===== config.mk =====
export PLATFORM = sky130hd
export DESIGN_NAME = phy_ctl_master
export DESIGN_NICKNAME = d
export VERILOG_FILES = /design/src/rtl/phy_ctl_pkg.sv /design/src/rtl/phy_ack_waiter.sv /design/src/rtl/phy_strobe_dec.sv /design/src/rtl/phy_ctl_master.sv
export SDC_FILE = /design/constraint.sdc
export NUM_CORES = 1
export LEC_CHECK = 0
export CAP_MARGIN = 10
export CORE_ASPECT_RATIO = 0.5
export CORE_UTILIZATION = 46
export CTS_BUF_LIST = sky130_fd_sc_hd__clkbuf_4 sky130_fd_sc_hd__clkbuf_8
export CTS_CLUSTER_DIAMETER = 30
export DETAILED_ROUTE_END_ITERATION = 10
export PLACE_DENSITY = 0.92
export SLEW_MARGIN = 30
export SYNTH_ARGS = -nofsm -noshare
export SYNTH_HDL_FRONTEND = slang
export SYNTH_HIERARCHICAL = 1
export SYNTH_SLANG_ARGS = --single-unit

===== constraint.sdc =====
create_clock -name clk -period 2.9 [get_ports clk]
set_input_delay 0.58 -clock clk [delete_from_list [all_inputs] [get_ports clk]]
set_output_delay 0.58 -clock clk [all_outputs]
set_load 0.03 [all_outputs]

===== src/rtl/phy_ctl_pkg.sv =====
// Shared types for the PHY control-port master.
// Assumes: two-bit host opcodes and four strobes, numbered as below.
package phy_ctl_pkg;
    localparam int NUM_STROBES = 4;

    typedef enum logic [1:0] {
        OP_ADDR  = 2'b00,
        OP_WRITE = 2'b01,
        OP_READ  = 2'b10,
        OP_PWRDN = 2'b11
    } op_e;

    typedef enum logic [1:0] {
        SB_CAPA = 2'd0,
        SB_CAPD = 2'd1,
        SB_WR   = 2'd2,
        SB_RD   = 2'd3
    } strobe_e;

    typedef enum logic [2:0] {
        ST_IDLE,
        ST_HI,
        ST_LO,
        ST_FIRE,
        ST_DONE
    } state_e;
endpackage


===== src/rtl/phy_ack_waiter.sv =====
// Bounded poller for the acknowledge line.
// A start pulse arms it with the wanted level. Every POLL_CYCLES cycles it
// samples ack once. It reports hit on a match, or tmo after MAX_POLLS misses.
// Assumes: POLL_CYCLES >= 1, MAX_POLLS >= 1; start takes priority over a sample.
module phy_ack_waiter #(
    parameter int POLL_CYCLES = 4,
    parameter int MAX_POLLS   = 10
) (
    input  logic clk,
    input  logic rst_n,
    input  logic start,
    input  logic want_level,
    input  logic ack,
    output logic hit,
    output logic tmo
);
    localparam int CNT_W = (POLL_CYCLES > 1) ? $clog2(POLL_CYCLES) : 1;
    localparam int TRY_W = (MAX_POLLS > 1) ? $clog2(MAX_POLLS) : 1;
    localparam logic [CNT_W-1:0] CNT_LOAD = CNT_W'(POLL_CYCLES - 1);
    localparam logic [TRY_W-1:0] TRY_LAST = TRY_W'(MAX_POLLS - 1);

    logic             active;
    logic             level_q;
    logic [CNT_W-1:0] cnt;
    logic [TRY_W-1:0] tries;
    logic             sample;

    // Sample point: the interval counter has run out.
    always_comb begin
        sample = active && (cnt == '0);
        hit    = sample && (ack == level_q);
        tmo    = sample && (ack != level_q) && (tries == TRY_LAST);
    end

    // Interval counter, attempt counter and armed flag.
    always_ff @(posedge clk) begin
        if (!rst_n) begin
            active  <= 1'b0;
            level_q <= 1'b0;
            cnt     <= '0;
            tries   <= '0;
        end else if (start) begin
            active  <= 1'b1;
            level_q <= want_level;
            cnt     <= CNT_LOAD;
            tries   <= '0;
        end else if (hit || tmo) begin
            active  <= 1'b0;
        end else if (sample) begin
            cnt     <= CNT_LOAD;
            tries   <= tries + 1'b1;
        end else if (active) begin
            cnt     <= cnt - 1'b1;
        end
    end
endmodule


===== src/rtl/phy_strobe_dec.sv =====
// Turns a strobe selector and an enable into one-hot strobe lines.
// Assumes: the selector is held stable while enable is high.
module phy_strobe_dec
    import phy_ctl_pkg::*;
(
    input  logic                   en,
    input  strobe_e                sel,
    output logic [NUM_STROBES-1:0] lines
);
    // One decoder term per strobe line.
    for (genvar i = 0; i < NUM_STROBES; i++) begin : g_line
        assign lines[i] = en && (sel == strobe_e'(i));
    end
endmodule


===== src/rtl/phy_ctl_master.sv =====
// Command sequencer for the PHY control port.
// It accepts one host command when idle and walks the strobe handshakes for it.
// Read data is captured while the read strobe is high. It finishes with a
// one-cycle done pulse and a timeout flag.
// Assumes: the PHY acknowledge is synchronous to clk; data bit RESET_BIT of a
// write is the PHY reset command.
module phy_ctl_master
    import phy_ctl_pkg::*;
#(
    parameter int DATA_W      = 16,
    parameter int POLL_CYCLES = 4,
    parameter int MAX_POLLS   = 10,
    parameter int RESET_BIT   = 0
) (
    input  logic              clk,
    input  logic              rst_n,
    input  logic              cmd_valid,
    output logic              cmd_ready,
    input  logic [1:0]        cmd_op,
    input  logic [DATA_W-1:0] cmd_word,
    output logic              done,
    output logic [DATA_W-1:0] rd_data,
    output logic              err_timeout,
    output logic [DATA_W-1:0] phy_din,
    output logic              phy_cap_addr,
    output logic              phy_cap_data,
    output logic              phy_wr,
    output logic              phy_rd,
    input  logic              phy_ack,
    input  logic [DATA_W-1:0] phy_dout,
    output logic              phy_pwrdn
);
    state_e                 state, state_nx;
    strobe_e                sel, sel_nx;
    logic [DATA_W-1:0]      word_q;
    logic [DATA_W-1:0]      rd_q;
    logic                   err_q;
    logic                   pwr_q;
    logic                   w_start, w_level, w_hit, w_tmo;
    logic                   accept;
    logic                   strobe_en;
    logic [NUM_STROBES-1:0] lines;

    assign accept = (state == ST_IDLE) && cmd_valid;

    phy_ack_waiter #(
        .POLL_CYCLES(POLL_CYCLES),
        .MAX_POLLS  (MAX_POLLS)
    ) u_wait (
        .clk       (clk),
        .rst_n     (rst_n),
        .start     (w_start),
        .want_level(w_level),
        .ack       (phy_ack),
        .hit       (w_hit),
        .tmo       (w_tmo)
    );

    // Next state, next strobe and waiter arming.
    always_comb begin
        state_nx = state;
        sel_nx   = sel;
        w_start  = 1'b0;
        w_level  = 1'b0;
        case (state)
            ST_IDLE: if (cmd_valid) begin
                if (op_e'(cmd_op) == OP_PWRDN) begin
                    state_nx = ST_DONE;
                end else begin
                    state_nx = ST_HI;
                    w_start  = 1'b1;
                    w_level  = 1'b1;
                    case (op_e'(cmd_op))
                        OP_ADDR:  sel_nx = SB_CAPA;
                        OP_WRITE: sel_nx = SB_CAPD;
                        default:  sel_nx = SB_RD;
                    endcase
                end
            end
            ST_HI: begin
                if (w_tmo) begin
                    state_nx = ST_DONE;
                end else if (w_hit) begin
                    state_nx = ST_LO;
                    w_start  = 1'b1;
                end
            end
            ST_LO: begin
                if (w_tmo) begin
                    state_nx = ST_DONE;
                end else if (w_hit) begin
                    if (sel == SB_CAPD) begin
                        sel_nx = SB_WR;
                        if (word_q[RESET_BIT]) begin
                            state_nx = ST_FIRE;
                        end else begin
                            state_nx = ST_HI;
                            w_start  = 1'b1;
                            w_level  = 1'b1;
                        end
                    end else begin
                        state_nx = ST_DONE;
                    end
                end
            end
            ST_FIRE: state_nx = ST_DONE;
            default: state_nx = ST_IDLE;
        endcase
    end

    // State and strobe selector registers.
    always_ff @(posedge clk) begin
        if (!rst_n) begin
            state <= ST_IDLE;
            sel   <= SB_CAPA;
        end else begin
            state <= state_nx;
            sel   <= sel_nx;
        end
    end

    // Command word latch, read capture, error and sticky power-down.
    always_ff @(posedge clk) begin
        if (!rst_n) begin
            word_q <= '0;
            rd_q   <= '0;
            err_q  <= 1'b0;
            pwr_q  <= 1'b0;
        end else begin
            if (accept) begin
                word_q <= cmd_word;
                err_q  <= 1'b0;
                if (op_e'(cmd_op) == OP_PWRDN) pwr_q <= 1'b1;
            end
            if ((state == ST_HI) && w_hit && (sel == SB_RD)) rd_q <= phy_dout;
            if (w_tmo) err_q <= 1'b1;
        end
    end

    assign strobe_en = (state == ST_HI) || (state == ST_FIRE);

    phy_strobe_dec u_dec (
        .en   (strobe_en),
        .sel  (sel),
        .lines(lines)
    );

    assign phy_cap_addr = lines[SB_CAPA];
    assign phy_cap_data = lines[SB_CAPD];
    assign phy_wr       = lines[SB_WR];
    assign phy_rd       = lines[SB_RD];
    assign phy_din      = word_q;
    assign phy_pwrdn    = pwr_q;
    assign cmd_ready    = (state == ST_IDLE);
    assign done         = (state == ST_DONE);
    assign err_timeout  = done && err_q;
    assign rd_data      = rd_q;
endmodule


==> impl_metrics.prom, run 1 <==
# TYPE chip_impl_metric gauge
chip_impl_metric{name="report.final.hold_viol_count",unit=""} 0
chip_impl_metric{name="insertion_delay",unit="ns"} 0.30
chip_impl_metric{name="cts_made_buffers",unit=""} 5
chip_impl_metric{name="cellPowerDensity",unit="mW/mm^2"} 492.9
chip_impl_metric{name="routed_via_count_divided_by_cell_count",unit=""} 5.277
chip_impl_metric{name="floorplan.initialDensity",unit="%"} 48.74
chip_impl_metric{name="yosys_register_bits",unit=""} 47
chip_impl_metric{name="wire_length_of_the_first_global_routing_pass",unit="mm"} 8.431
chip_impl_info{name="timing.setup.critical_path_class",value="reg -> out"} 1
chip_impl_info{name="synth_common_cells",value="dfxtp_1 (47), nand2_1 (40), nor2b_1 (19), mux2i_1 (18), a21boi_0 (15)"} 1
chip_impl_metric{name="clkSlewWorstSetupHoldPaths",unit="ns"} 0.08
chip_impl_info{name="r2r-start",value="u_wait/tries[1]"} 1
chip_impl_info{name="critical_path.reg2reg.endpoint",value="u_wait/cnt[0]"} 1
chip_impl_info{name="yosysMostFrequentCell",value="dfxtp_1"} 1
chip_impl_metric{name="clock_path_buffers",unit=""} 2
chip_impl_metric{name="r2r.worst_path.cells",unit=""} 12
chip_impl_metric{name="finish.instance_area",unit="sq mm"} 0.003065
chip_impl_metric{name="slew_violations",unit=""} 0
chip_impl_metric{name="post_syn_area_per_cell",unit="sq um"} 9.466
chip_impl_info{name="worst_setup_path_end_kind",value="output pin"} 1
chip_impl_metric{name="post_drt_wl_per_cell",unit="microns"} 14.35
chip_impl_metric{name="cts-htree-levels",unit=""} 2
chip_impl_metric{name="placementRows",unit=""} 17
chip_impl_metric{name="fin_worst_hold_slack",unit="ns"} 0.4650
chip_impl_metric{name="initialDrtViolationCount",unit=""} 58
chip_impl_metric{name="boundary_pin_count",unit=""} 78
chip_impl_metric{name="postSynthCellCount",unit=""} 230
chip_impl_metric{name="critical_path_arrival",unit="ns"} 2.11
chip_impl_info{name="crit_path_start_kind",value="flop"} 1
chip_impl_metric{name="dpl.hpwl",unit="mm"} 3.880
chip_impl_info{name="startpoint",value="state[0]"} 1
chip_impl_metric{name="syn_to_final_growth",unit="%"} 40.80
chip_impl_metric{name="buffer_ports.inserted",unit=""} 77
chip_impl_metric{name="final_critical_path_setup_slack",unit="ns"} 0.2067
chip_impl_metric{name="required",unit="ns"} 2.32
chip_impl_metric{name="yosysUniqueCellTypes",unit=""} 43
chip_impl_metric{name="critical_path.max_fanout",unit=""} 14
chip_impl_info{name="post_synth_main_area_contributors",value="dfxtp_1 (43%), mux2i_1 (8.3%), nand2_1 (6.9%)"} 1
chip_impl_metric{name="drc_errors",unit=""} 0
chip_impl_metric{name="route.final.wire_length",unit="mm"} 5.237
chip_impl_metric{name="final_antenna_net_count",unit=""} 0
chip_impl_metric{name="standard_cell_area_after_detailed_placement",unit="sq mm"} 0.002978
chip_impl_metric{name="setup.reg_to_reg.worst_slack",unit="ns"} 0.26
chip_impl_metric{name="grt_antenna_before_repair",unit=""} 0
chip_impl_info{name="critical_path.endpoint",value="phy_cap_addr"} 1
chip_impl_metric{name="first_global_vias",unit=""} 1914
chip_impl_metric{name="antenna-diode-count",unit=""} 0
chip_impl_metric{name="detailroute.via_count",unit=""} 1926
chip_impl_metric{name="fp.coreArea",unit="sq mm"} 0.004467
chip_impl_metric{name="cap_violations",unit=""} 0
chip_impl_metric{name="post-cts-setup-buffers",unit=""} 0
chip_impl_metric{name="grt_max_degree",unit=""} 25
chip_impl_info{name="post-synth-top-area-cell",value="dfxtp_1"} 1
chip_impl_metric{name="post-route-util",unit="%"} 68.63
chip_impl_info{name="synthFlopType",value="dfxtp_1"} 1
chip_impl_metric{name="p_leak",unit="nW"} 1.091
chip_impl_metric{name="ys_seq_area_share",unit="%"} 43.22
chip_impl_metric{name="synth_warn",unit=""} 6
chip_impl_info{name="worst_hold_path_type",value="reg -> reg"} 1
chip_impl_metric{name="synth_top_cell_area_share",unit="%"} 43.22
chip_impl_metric{name="hold_buffers",unit=""} 0
chip_impl_metric{name="min_period_over_period",unit="%"} 92.87
chip_impl_metric{name="groute.usage.overall",unit="%"} 21.47
chip_impl_metric{name="timing.fmax",unit="MHz"} 371.3
chip_impl_metric{name="dieHeight",unit="microns"} 50.65
chip_impl_metric{name="dr.pass1.iters",unit=""} 4
chip_impl_info{name="setup_repair_after_global_routing_missed_its_margin",value="no"} 1
chip_impl_metric{name="fin_skew",unit="ns"} 0.008715
chip_impl_metric{name="final_period_minus_worst_setup_slack",unit="ns"} 2.693
chip_impl_metric{name="post_cts_resized",unit=""} 0
chip_impl_metric{name="postSynth.asyncResetShare",unit="%"} 0
chip_impl_metric{name="global_route.overflow_total",unit=""} 0
chip_impl_metric{name="weighted_congestion_at_the_end_of_routability_driven_global_placement",unit=""} 0.9493
chip_impl_metric{name="num-nets-final",unit=""} 349
chip_impl_info{name="cts_tree",value="done"} 1
chip_impl_metric{name="numClockSinks",unit=""} 47
chip_impl_metric{name="synth_area",unit="sq mm"} 0.002177
chip_impl_metric{name="fraction_of_layout_cells_with_a_size_suffix_above_1",unit="%"} 7.468
chip_impl_metric{name="synth-edff-count",unit=""} 0
chip_impl_metric{name="die-width",unit="microns"} 99.29
chip_impl_metric{name="sum_of_negative_setup_slack",unit="ns"} 0
chip_impl_metric{name="timing.final.setup_violations",unit=""} 0
chip_impl_metric{name="dieArea",unit="sq mm"} 0.005029
chip_impl_metric{name="vdd.ir_drop.worst",unit="mV"} 0.3106
chip_impl_metric{name="worst_slew_pin_slew",unit="ns"} 0.5754
chip_impl_info{name="status",value="finished, final reports clean"} 1
chip_impl_metric{name="placement.setup.worst_slack",unit="ns"} -0.01557
chip_impl_metric{name="fill_cells",unit=""} 343
chip_impl_info{name="root_buffer",value="clkbuf_8"} 1
chip_impl_metric{name="syn-num-nets",unit=""} 271
chip_impl_metric{name="relSlewSlack",unit="%"} 61.52
per-stage QoR:
| stage | cells | total power [mW] |
|---|---|---|
| floorplan | 230 | 0.9756 |
| global placement | 358 | 1.108 |
| detailed placement | 358 | 1.127 |
| CTS | 365 | 1.518 |
| global route | 365 | 1.580 |
| finish | 365 | 1.511 |
power by group:
group          switching (mW)  internal, mW
Sequential             0.0443         0.687
Clock                   0.209         0.187
Combinational           0.204         0.180
Total                   0.457          1.05
metal layers:
layer | GRT usage, % | wire length [microns] | up-vias
met5 | 0 | 0 | -
met4 | 10.05 | 107 | 0
met3 | 5.432 | 275 | 13
met2 | 41.44 | 2772 | 63
met1 | 22.23 | 2082 | 897
li1 | - | - | 953
worst min-delay path by stage:
stage / start / end / depth (start not counted) / slack [ns]
finish: phy_din[6] / phy_din[6] / 2 / 0.46
global route: phy_pwrdn / phy_pwrdn / 1 / 0.49
CTS: phy_din[6] / phy_din[6] / 2 / 0.47
detailed placement: phy_pwrdn / phy_pwrdn / 1 / 0.46
global placement: phy_din[10] / phy_din[10] / 2 / 0.44
floorplan: u_wait/cnt[1] / u_wait/cnt[1] / 2 / 0.46
sequential cells by signal, indices dropped and copies added, names as in the netlist:
register and flops:
err_q 1, u_wait/active 1, state 3, phy_din 16
u_wait/cnt 2, u_wait/tries 4, sel 2, rd_data 16
u_wait/level_q 1, phy_pwrdn 1
layout by cell type, fill, tap and decap left out, drive strengths merged, types with 2 or more instances in the layout:
master and instances:
a21boi 17, and3b 4, o21a 2, or4 3, xor2 2, ha 3, nor3b 3, nand2b 2
and4 2, dfxtp 47, a21oi 8, buf 6, nor2 7, inv 7, o31ai 3, nand2 40
a311oi 2, o211ai 4, nor3 3, clkbuf 6, clkdlybuf4s50 77, o21ai 2, mux2i 18, nand3 4
nor2b 20, nor4b 3, and2 2
final cells by class:
cell class	count	area [sq um]	share of cell area, %
Tap cell	57	71.32	2.327
Clock inverter	1	5.005	0.1633
Clock buffer	6	82.58	2.694
Timing Repair Buffer	83	828.3	27.02
Inverter	7	26.28	0.8571
Sequential cell	47	940.9	30.69
Multi-Input combinational cell	164	1111	36.25
worst max-delay path: stages (launching register included):
cell	delay [ns]
dfxtp_1	0.63
nor2b_2	0.31
nor3b_2	0.19
clkdlybuf4s50_1	0.68
kinds of logic after synthesis:
logic type,count (synthesis),share of synthesized area (%)
multiplexers,18,8.276
AND/OR/NAND/NOR,98,25.92
adder cells (fa/ha/maj),3,1.724
AO/OA/AOI/OAI,42,13.91
buffers and inverters,19,5.747
flip-flops,47,43.22
XOR/XNOR,3,1.207
(Power assumes the default switching activity.)
==> run 2, diff against run 1 <==
Settings changed: CAP_MARGIN 10 to unset.
==> results of run 2 <==
Same layout as run 1: the final DEF is identical, and so are final timing and power.
